## config.mk

```make
export PLATFORM = sky130hd
export DESIGN_NAME = frac_baud_gen
export DESIGN_NICKNAME = d
export VERILOG_FILES = /design/src/rtl/fbg_pkg.sv /design/src/rtl/fbg_src_sel.sv /design/src/rtl/fbg_frac_div.sv /design/src/rtl/fbg_over_div.sv /design/src/rtl/frac_baud_gen.sv
export SDC_FILE = /design/constraint.sdc
export NUM_CORES = 1
export LEC_CHECK = 0
export ABC_AREA = 0
export ABC_CLOCK_PERIOD_IN_PS = 5500
export CORE_UTILIZATION = 59
export DETAILED_ROUTE_END_ITERATION = 12
export PLACE_DENSITY = 0.85
export SETUP_SLACK_MARGIN = 0.05
export SYNTH_ARGS = -nofsm -noshare
export SYNTH_HDL_FRONTEND = slang
export SYNTH_SLANG_ARGS = --single-unit
```

## constraint.sdc

```tcl
create_clock -name clk -period 5.5 [get_ports clk]
set_input_delay 1.375 -clock clk [delete_from_list [all_inputs] [get_ports clk]]
set_output_delay 1.375 -clock clk [all_outputs]
set_load 0.03 [all_outputs]
```

## src/rtl/fbg_pkg.sv

```systemverilog
package fbg_pkg;
  localparam int INT_W  = 16;
  localparam int FRAC_W = 3;

  typedef enum logic [1:0] {
    SRC_CORE  = 2'd0,
    SRC_PRESC = 2'd1,
    SRC_RSVD  = 2'd2,
    SRC_EXT   = 2'd3
  } src_e;
endpackage

```

## src/rtl/fbg_src_sel.sv

```systemverilog
module fbg_src_sel
  import fbg_pkg::*;
#(
  parameter int PRE_DIV = 8
) (
  input  logic       clk,
  input  logic       rst,
  input  logic [1:0] sel,
  input  logic       ext_tick,
  output logic       tick
);
  localparam int PW = (PRE_DIV > 1) ? $clog2(PRE_DIV) : 1;
  localparam logic [PW-1:0] PLAST = PW'(PRE_DIV - 1);

  logic [PW-1:0] pcnt;
  logic          pre_tick;

  assign pre_tick = (pcnt == PLAST);

  always_ff @(posedge clk) begin
    if (rst) pcnt <= '0;
    else if (pre_tick) pcnt <= '0;
    else pcnt <= pcnt + 1'b1;
  end

  always_comb begin
    unique case (src_e'(sel))
      SRC_CORE:  tick = 1'b1;
      SRC_PRESC: tick = pre_tick;
      SRC_EXT:   tick = ext_tick;
      default:   tick = 1'b0;
    endcase
  end

  // reserved code never forwards a tick
  p_rsvd_silent_r8: assert property (@(posedge clk) disable iff (rst)
    (sel == SRC_RSVD) |-> !tick);
endmodule

```

## src/rtl/fbg_frac_div.sv

```systemverilog
module fbg_frac_div
  import fbg_pkg::*;
(
  input  logic              clk,
  input  logic              rst,
  input  logic              tick,
  input  logic [INT_W-1:0]  div_int,
  input  logic [FRAC_W-1:0] frac,
  input  logic              frac_en,
  output logic              pulse
);
  logic [INT_W:0]    cnt;
  logic [INT_W-1:0]  div_q;
  logic [FRAC_W-1:0] acc;
  logic [FRAC_W:0]   sum;
  logic              term;
  logic              hold;

  assign hold = (div_int == '0);
  assign term = (cnt <= 1);

  always_comb begin
    sum = {1'b0, acc} + {1'b0, (frac_en ? frac : '0)};
  end

  always_ff @(posedge clk) begin
    if (rst || hold) begin
      cnt   <= '0;
      acc   <= '0;
      div_q <= '0;
      pulse <= 1'b0;
    end else begin
      pulse <= 1'b0;
      if (tick) begin
        if (term) begin
          acc   <= sum[FRAC_W-1:0];
          cnt   <= {1'b0, div_int} + {{INT_W{1'b0}}, sum[FRAC_W]};
          div_q <= div_int;
          pulse <= 1'b1;
        end else begin
          cnt <= cnt - 1'b1;
        end
      end
    end
  end

  // a reload is the latched divisor or one more, never anything else
  p_reload_range_r3: assert property (@(posedge clk) disable iff (rst)
    (tick && term && !hold) |=>
      (hold || cnt == {1'b0, div_q} || cnt == {1'b0, div_q} + 1'b1));

  // in integer-only mode the phase accumulator does not move
  p_frac_frozen_r5: assert property (@(posedge clk) disable iff (rst)
    (tick && term && !hold && !frac_en) |=> (hold || $stable(acc)));
endmodule

```

## src/rtl/fbg_over_div.sv

```systemverilog
module fbg_over_div (
  input  logic clk,
  input  logic rst,
  input  logic clr,
  input  logic samp,
  input  logic os8,
  input  logic sync_mode,
  output logic baud
);
  localparam int OW = 4;
  localparam logic [OW-1:0] LAST16 = OW'(15);
  localparam logic [OW-1:0] LAST8  = OW'(7);

  logic [OW-1:0] ocnt;
  logic          os8_q;
  logic [OW-1:0] last;

  assign last = os8_q ? LAST8 : LAST16;

  always_ff @(posedge clk) begin
    if (rst || clr) begin
      ocnt  <= '0;
      os8_q <= os8;
      baud  <= 1'b0;
    end else begin
      baud <= 1'b0;
      if (samp) begin
        if (sync_mode) begin
          baud <= 1'b1;
        end else if (ocnt == last) begin
          ocnt  <= '0;
          os8_q <= os8;
          baud  <= 1'b1;
        end else begin
          ocnt <= ocnt + 1'b1;
        end
      end
    end
  end

  // the oversampled bit strobe is one clock wide
  p_baud_single_r11: assert property (@(posedge clk) disable iff (rst)
    (baud && !sync_mode) |=> !baud);
endmodule

```

## src/rtl/frac_baud_gen.sv

```systemverilog
module frac_baud_gen
  import fbg_pkg::*;
#(
  parameter int PRE_DIV = 8
) (
  input  logic              clk,
  input  logic              rst,
  input  logic [1:0]        src_sel,
  input  logic              ext_tick,
  input  logic [INT_W-1:0]  div_int,
  input  logic [FRAC_W-1:0] frac,
  input  logic              os8,
  input  logic              sync_mode,
  output logic              samp_en,
  output logic              baud_en
);
  logic tick;
  logic div_zero;

  assign div_zero = (div_int == '0);

  fbg_src_sel #(.PRE_DIV(PRE_DIV)) u_src (
    .clk      (clk),
    .rst      (rst),
    .sel      (src_sel),
    .ext_tick (ext_tick),
    .tick     (tick)
  );

  fbg_frac_div u_frac (
    .clk     (clk),
    .rst     (rst),
    .tick    (tick),
    .div_int (div_int),
    .frac    (frac),
    .frac_en (!sync_mode),
    .pulse   (samp_en)
  );

  fbg_over_div u_over (
    .clk       (clk),
    .rst       (rst),
    .clr       (div_zero),
    .samp      (samp_en),
    .os8       (os8),
    .sync_mode (sync_mode),
    .baud      (baud_en)
  );

  // a zero divisor silences both strobes
  p_zero_quiet_r9: assert property (@(posedge clk) disable iff (rst)
    div_zero |=> (!samp_en && !baud_en));

  // reset clears both strobes
  p_reset_clear_r1: assert property (@(posedge clk)
    rst |=> (!samp_en && !baud_en));
endmodule

```

Word-level counts from Yosys, hierarchy flattened
Index checks and enable logic that the tools add are counted.
{"block": "op_classes", "magnitude_cmp": 1, "muxes": 12, "add_sub_neg": 5, "shift": 0, "n_eq_ne": 5, "n_div": 0, "n_reduce_logical": 11, "bitwise_logic": 3, "mul": 0}
{"op": "$add A16 B1 Y17", "count": 1}
{"op": "$le A17 B1 Y1 const B", "count": 1}
{"op": "$mux W17", "count": 1}
{"op": "$sub A17 B1 Y17 const B", "count": 1}
{"op": "$logic_not A16 Y1", "count": 1}
{"op": "$mux W4", "count": 2}
{"op": "$mux W1", "count": 7}
{"op": "$reduce_or A2 Y1", "count": 3}
{"op": "$add A3 B3 Y4", "count": 1}
{"op": "$add A4 B1 Y4 const B", "count": 1}
{"op": "$eq A4 B4 Y1", "count": 1}
{"op": "$reduce_and A2 Y1", "count": 2}
{"op": "$reduce_bool A2 Y1", "count": 2}
{"op": "$add A3 B1 Y3 const B", "count": 1}
{"op": "$eq A3 B3 Y1 const B", "count": 1}
{"op": "$mux W3", "count": 1}
{"op": "$not A1 Y1", "count": 3}
{"op": "$pmux W1 S3", "count": 1}
{"op": "$reduce_and A3 Y1", "count": 1}
{"op": "$eq A2 B1 Y1 const B", "count": 1}
{"op": "$eq A2 B2 Y1 const B", "count": 1}
{"op": "$logic_not A2 Y1", "count": 1}
{"op": "$ne A2 B1 Y1 const B", "count": 1}
{"op": "$logic_or A1 B1 Y1", "count": 1}
{"block": "totals", "mem_bits_ro": 0, "word_cells": 44, "ramBits": 0, "latchBits": 0, "mem_count": 0, "ff_bits": 30, "output_inout_bits": 2}

Depth between registers and ports, before layout
{"block": "depth", "word_depth": 6, "mapped_depth": 12, "ltp_nobuf": 12}

By module
Synthesis repeated with hierarchy kept, for this count alone.
{"block": "unflattened", "cells_unflattened": 265, "hier_area_um2": 2183.3}
{"module": "fbg_frac_div", "instances": 1, "area_each_um2": 1724.2, "cells_per_inst": 219}
{"module": "fbg_over_div", "instances": 1, "area_each_um2": 300.3, "cells_per_inst": 29}
{"module": "fbg_src_sel", "instances": 1, "area_each_um2": 121.4, "cells_per_inst": 11}
{"module": "frac_baud_gen", "instances": 1, "area_each_um2": 37.5, "cells_per_inst": 6}

Worst setup path before layout
No wires, ideal clock.
{"block": "synth_timing", "path_type": "input to register", "from": "input sync_mode", "to": "register u_frac.cnt[14]", "path_slack_ns": 2.204, "arrival_time_ns": 3.209, "path_buffers": 0, "cell_stages": 12, "required_time_ns": 5.413, "path_cell_list": "nand2b_1 > inv_1 > ha_1 > a21o_1 > a21o_1 > ha_1 > ha_1 > and4_1 > nand4_1 > xnor2_1 > a21oi_1 > o31ai_1"}
{"block": "synth_via", "elab_chain_cells": 4}
{"element": "start: declaration", "line_no": "frac_baud_gen.sv:13", "source": "input logic sync_mode,"}
{"element": "$mux W3", "line_no": "fbg_frac_div.sv:23", "source": "sum = {1'b0, acc} + {1'b0, (frac_en ? frac : '0)};"}
{"element": "$add A3 B3 Y4", "line_no": "fbg_frac_div.sv:23"}
{"element": "$add A16 B1 Y17", "line_no": "fbg_frac_div.sv:37", "source": "cnt <= {1'b0, div_int} + {{INT_W{1'b0}}, sum[FRAC_W]};"}
{"element": "$mux W17", "line_no": "fbg_frac_div.sv:35", "source": "if (term) begin"}
{"element": "end signal: assignment", "line_no": "fbg_frac_div.sv:37"}
{"element": "end signal: assignment", "line_no": "fbg_frac_div.sv:41", "source": "cnt <= cnt - 1'b1;"}
{"element": "end: declaration", "line_no": "fbg_frac_div.sv:12", "source": "logic [INT_W:0] cnt;"}
Every way passes these cells.
A chain may end at the register's enable or synchronous reset.

Final worst setup path
{"block": "layout_timing", "from": "input sync_mode", "to": "register u_frac.cnt[8]"}
The elaborated chain is that of the path after synthesis.

==> flow_summary.json <==
{
  "outcome": "finished, final reports clean",
  "p_int_w": 0.000620,
  "power_density_nw_per_um2": 506,
  "holdPathStages": 1,
  "core_um2": 3150,
  "crit_start": "sync_mode",
  "yosys_warnings": 0,
  "finalWorstSetupSlack_ps": 1620,
  "critPathMostFrequentCell": "ha_1",
  "worstMarginPinSlew_ps": 1020,
  "cts_buffers": 5,
  "critPathMaxStageDelay_ps": 570,
  "overflow": 0,
  "cts_hold_buffers": 0,
  "routed_wl_um": 4820,
  "worstReg2RegStart": "u_frac.cnt[2]$_SDFFE_PP0N_",
  "slew_headroom_pct": 31.5,
  "finalHoldViolCount": 0,
  "synth.cell_area_um2": 2020,
  "io_buffers": 27,
  "fin_crit_sh_pct": 70.5,
  "final_core_util_pct": 75.5,
  "nets": 311,
  "setup_tns_ps": 0,
  "multi_input_area_um2": 1340,
  "p_leak_nw": 0.865,
  "h-tree-depth": 2,
  "start_util_pct": 64.0,
  "drive_above_1_share_pct": 5.11,
  "cts.sinks": 30,
  "final-setup-viol-count": 0,
  "synth_edf_count": 1,
  "area_growth_pct": 18.1,
  "synth-seq-area-share_pct": 30.3,
  "min_from": "u_src.pcnt[0]$_SDFF_PP0_",
  "n_antenna_cell": 0,
  "root_buffer": "clkbuf_4",
  "pwr-share-seq_pct": 28.7,
  "rsz0062_at_grt": "false",
  "drt-vias-per-instance": 6.34,
  "num_vias": 2017,
  "regArea_um2": 611,
  "slew_violations": 0,
  "slowest_stage": "clkdlybuf4s50_1",
  "p_comb_share_pct": 59.7,
  "post_drt_wl_per_cell_um": 15.2,
  "crit_type": "input pin to flip-flop",
  "grt_start_max_net_pins": 17,
  "hpwl_um": 3720,
  "syn_nets": 284,
  "syn_area_per_cell_um2": 8.20,
  "async_reset_ff_share_pct": 0,
  "swShare_pct": 48.5,
  "grt_pass1_vias": 1767,
  "grt_usage_pct": 29.3,
  "synth-seq-cells": 30,
  "cts_setup_buffers": 0,
  "post_cts_resized": 0,
  "p_sw_w": 0.000584,
  "worstSetupEndpointType": "flip-flop",
  "drt-initial-drc-count": 90,
  "start_kind": "input pin",
  "synth.distinct_cells": 49,
  "fp.dieH_um": 60.5,
  "fmax_ghz": 0.258,
  "fin_crit_ps": 3880,
  "n_fill_cell": 259,
  "reg2reg_depth": 5,
  "synthCells": 246,
  "gp_routability_congestion": 0.883,
  "cp.required_ps": 5760,
  "die_w_um": 60.5,
  "io_pins": 28,
  "cts.clk_slew.worst_paths_ps": 90,
  "clk_latency_ps": 330,
  "drt_pre_antenna_iters": 4,
  "grt_pass1_wl_um": 7950,
  "fin_cells": 318,
  "crit_arrival_ps": 4140,
  "route.detailed.drc": 0,
  "finClkSkew_ps": 12.3,
  "rows": 20,
  "dieArea_um2": 3660,
  "cts.path.max_buffers": 2,
  "yosys_most_used_dff": "dfxtp_1",
  "tritoncts": "yes",
  "cap_viol_max_count": 0,
  "max-vdd-ir-drop_v": 0.000270,
  "cp_max_fo": 5,
  "p_clk_share_pct": 11.6,
  "dp_cells": 310,
  "timing.hold.ws_ps": 441,
  "worst_hold_path_type": "flip-flop to flip-flop",
  "place_ws_ps": 1320,
  "crit_chain": "clkdlybuf4s50_1, nand2b_1, inv_1, ha_1, a21o_1, a21o_1, ha_1, ha_1, nand4_1, or3_1, a211oi_1, o21ai_0, a21oi_1",
  "ant_nets": 0,
  "grt_antenna_before_repair": 0
}
## layer usage
metal	global-route usage (%)	part of all wire, %	wire length [µm]
met2	47.3	46	2240
met3	4.69	5.3	257
met1	39.4	47	2260
met4	11.4	1.3	65
met5	0	0	0
## cell usage after synthesis, drive strengths merged (7+ instances only)
master	count	area share (%)
a21oi	11	2.7
clkbuf	7	1.3
dfxtp	29	29
ha	11	6.8
inv	9	1.7
nand2	24	4.5
nand3	8	2.0
nor2	16	3.0
nor3	10	2.7
nor4	11	3.4
o21ai	11	2.7
or3	11	3.4
xor2	9	3.9
## cell type report
cell class / count / area share (%)
inverters: 9 / 1.42
flip-flops and latches: 30 / 25.6
clock buffers: 7 / 2.31
multi-input cells: 198 / 56.1
well taps: 44 / 2.31
clock inverters: 1 / 0.210
repair buffers: 29 / 12.0
## worst max-delay path, delay by kind of cell
| family | cells | cell delay, ps |
|---|---|---|
| adders and majority gates | 3 | 640 |
| buffers and inverters | 2 | 630 |
| AOI/OAI and AO/OA | 5 | 780 |
| and+or+nand+nor | 3 | 700 |
## worst paths after layout
| path | endpoint | slack [ps] |
|---|---|---|
| min reg2reg | u_src.pcnt[0]$_SDFF_PP0_ | 440 |
| min | u_src.pcnt[0]$_SDFF_PP0_ | 440 |
| max reg2reg | u_frac.cnt[11]$_SDFFE_PP0N_ | 2800 |
| max | u_frac.cnt[8]$_SDFFE_PP0N_ | 1620 |
## stage by stage
step | area, µm² | total power, W
after global routing | 2380 | 0.00129
final | 2380 | 0.00120
after detailed placement | 2320 | 0.00105
after global placement | 2320 | 0.00104
after CTS | 2380 | 0.00119
after floorplan | 2020 | 0.000883
## cells by family after synthesis
kind of cell,synth area share (%)
buffers and inverters,3.47
AO/OA/AOI/OAI,20.3
flip-flops,30.3
XOR/XNOR,6.51
multiplexers,2.48
AND/OR/NAND/NOR,29.2
adder cells (fa/ha/maj),7.82
## power by group through the flow
stage	clock network, W	registers, W	logic (W)
finish	0.000140	0.000345	0.000719
global route	0.000150	0.000353	0.000791
CTS	0.000142	0.000343	0.000707
detailed placement	0	0.000347	0.000704
global placement	0	0.000344	0.000694
floorplan	0	0.000335	0.000548
## sequential cells by signal, summed over array words and instances, names as in the netlist
register      cells
u_over.ocnt       4
u_over.baud       1
u_over.os8_q      1
u_frac.acc        3
u_frac.cnt       17
u_frac.pulse      1
u_src.pcnt        3
## cell usage in the layout, fill, tap and decap left out, drive strengths merged, types with 3 or more instances in the layout
| cell | netlist | layout |
|---|---|---|
| inv | 9 | 9 |
| xor2 | 9 | 9 |
| clkdlybuf4s50 | 0 | 27 |
| nand3 | 8 | 8 |
| nor4 | 11 | 11 |
| clkbuf | 7 | 7 |
| a211oi | 6 | 6 |
| nand2 | 24 | 24 |
| nand4 | 6 | 6 |
| dfxtp | 29 | 29 |
| mux2i | 5 | 5 |
| o31ai | 3 | 3 |
| a31oi | 6 | 6 |
| xnor2 | 6 | 6 |
| o21ai | 11 | 11 |
| a21oi | 11 | 11 |
| and4 | 3 | 3 |
| or4 | 5 | 5 |
| or3 | 11 | 11 |
| nor3 | 10 | 10 |
| nor2 | 16 | 16 |
| nor3b | 3 | 3 |
| nor2b | 4 | 4 |
| ha | 11 | 11 |
Note: power is estimated with default switching activity, not from simulation.
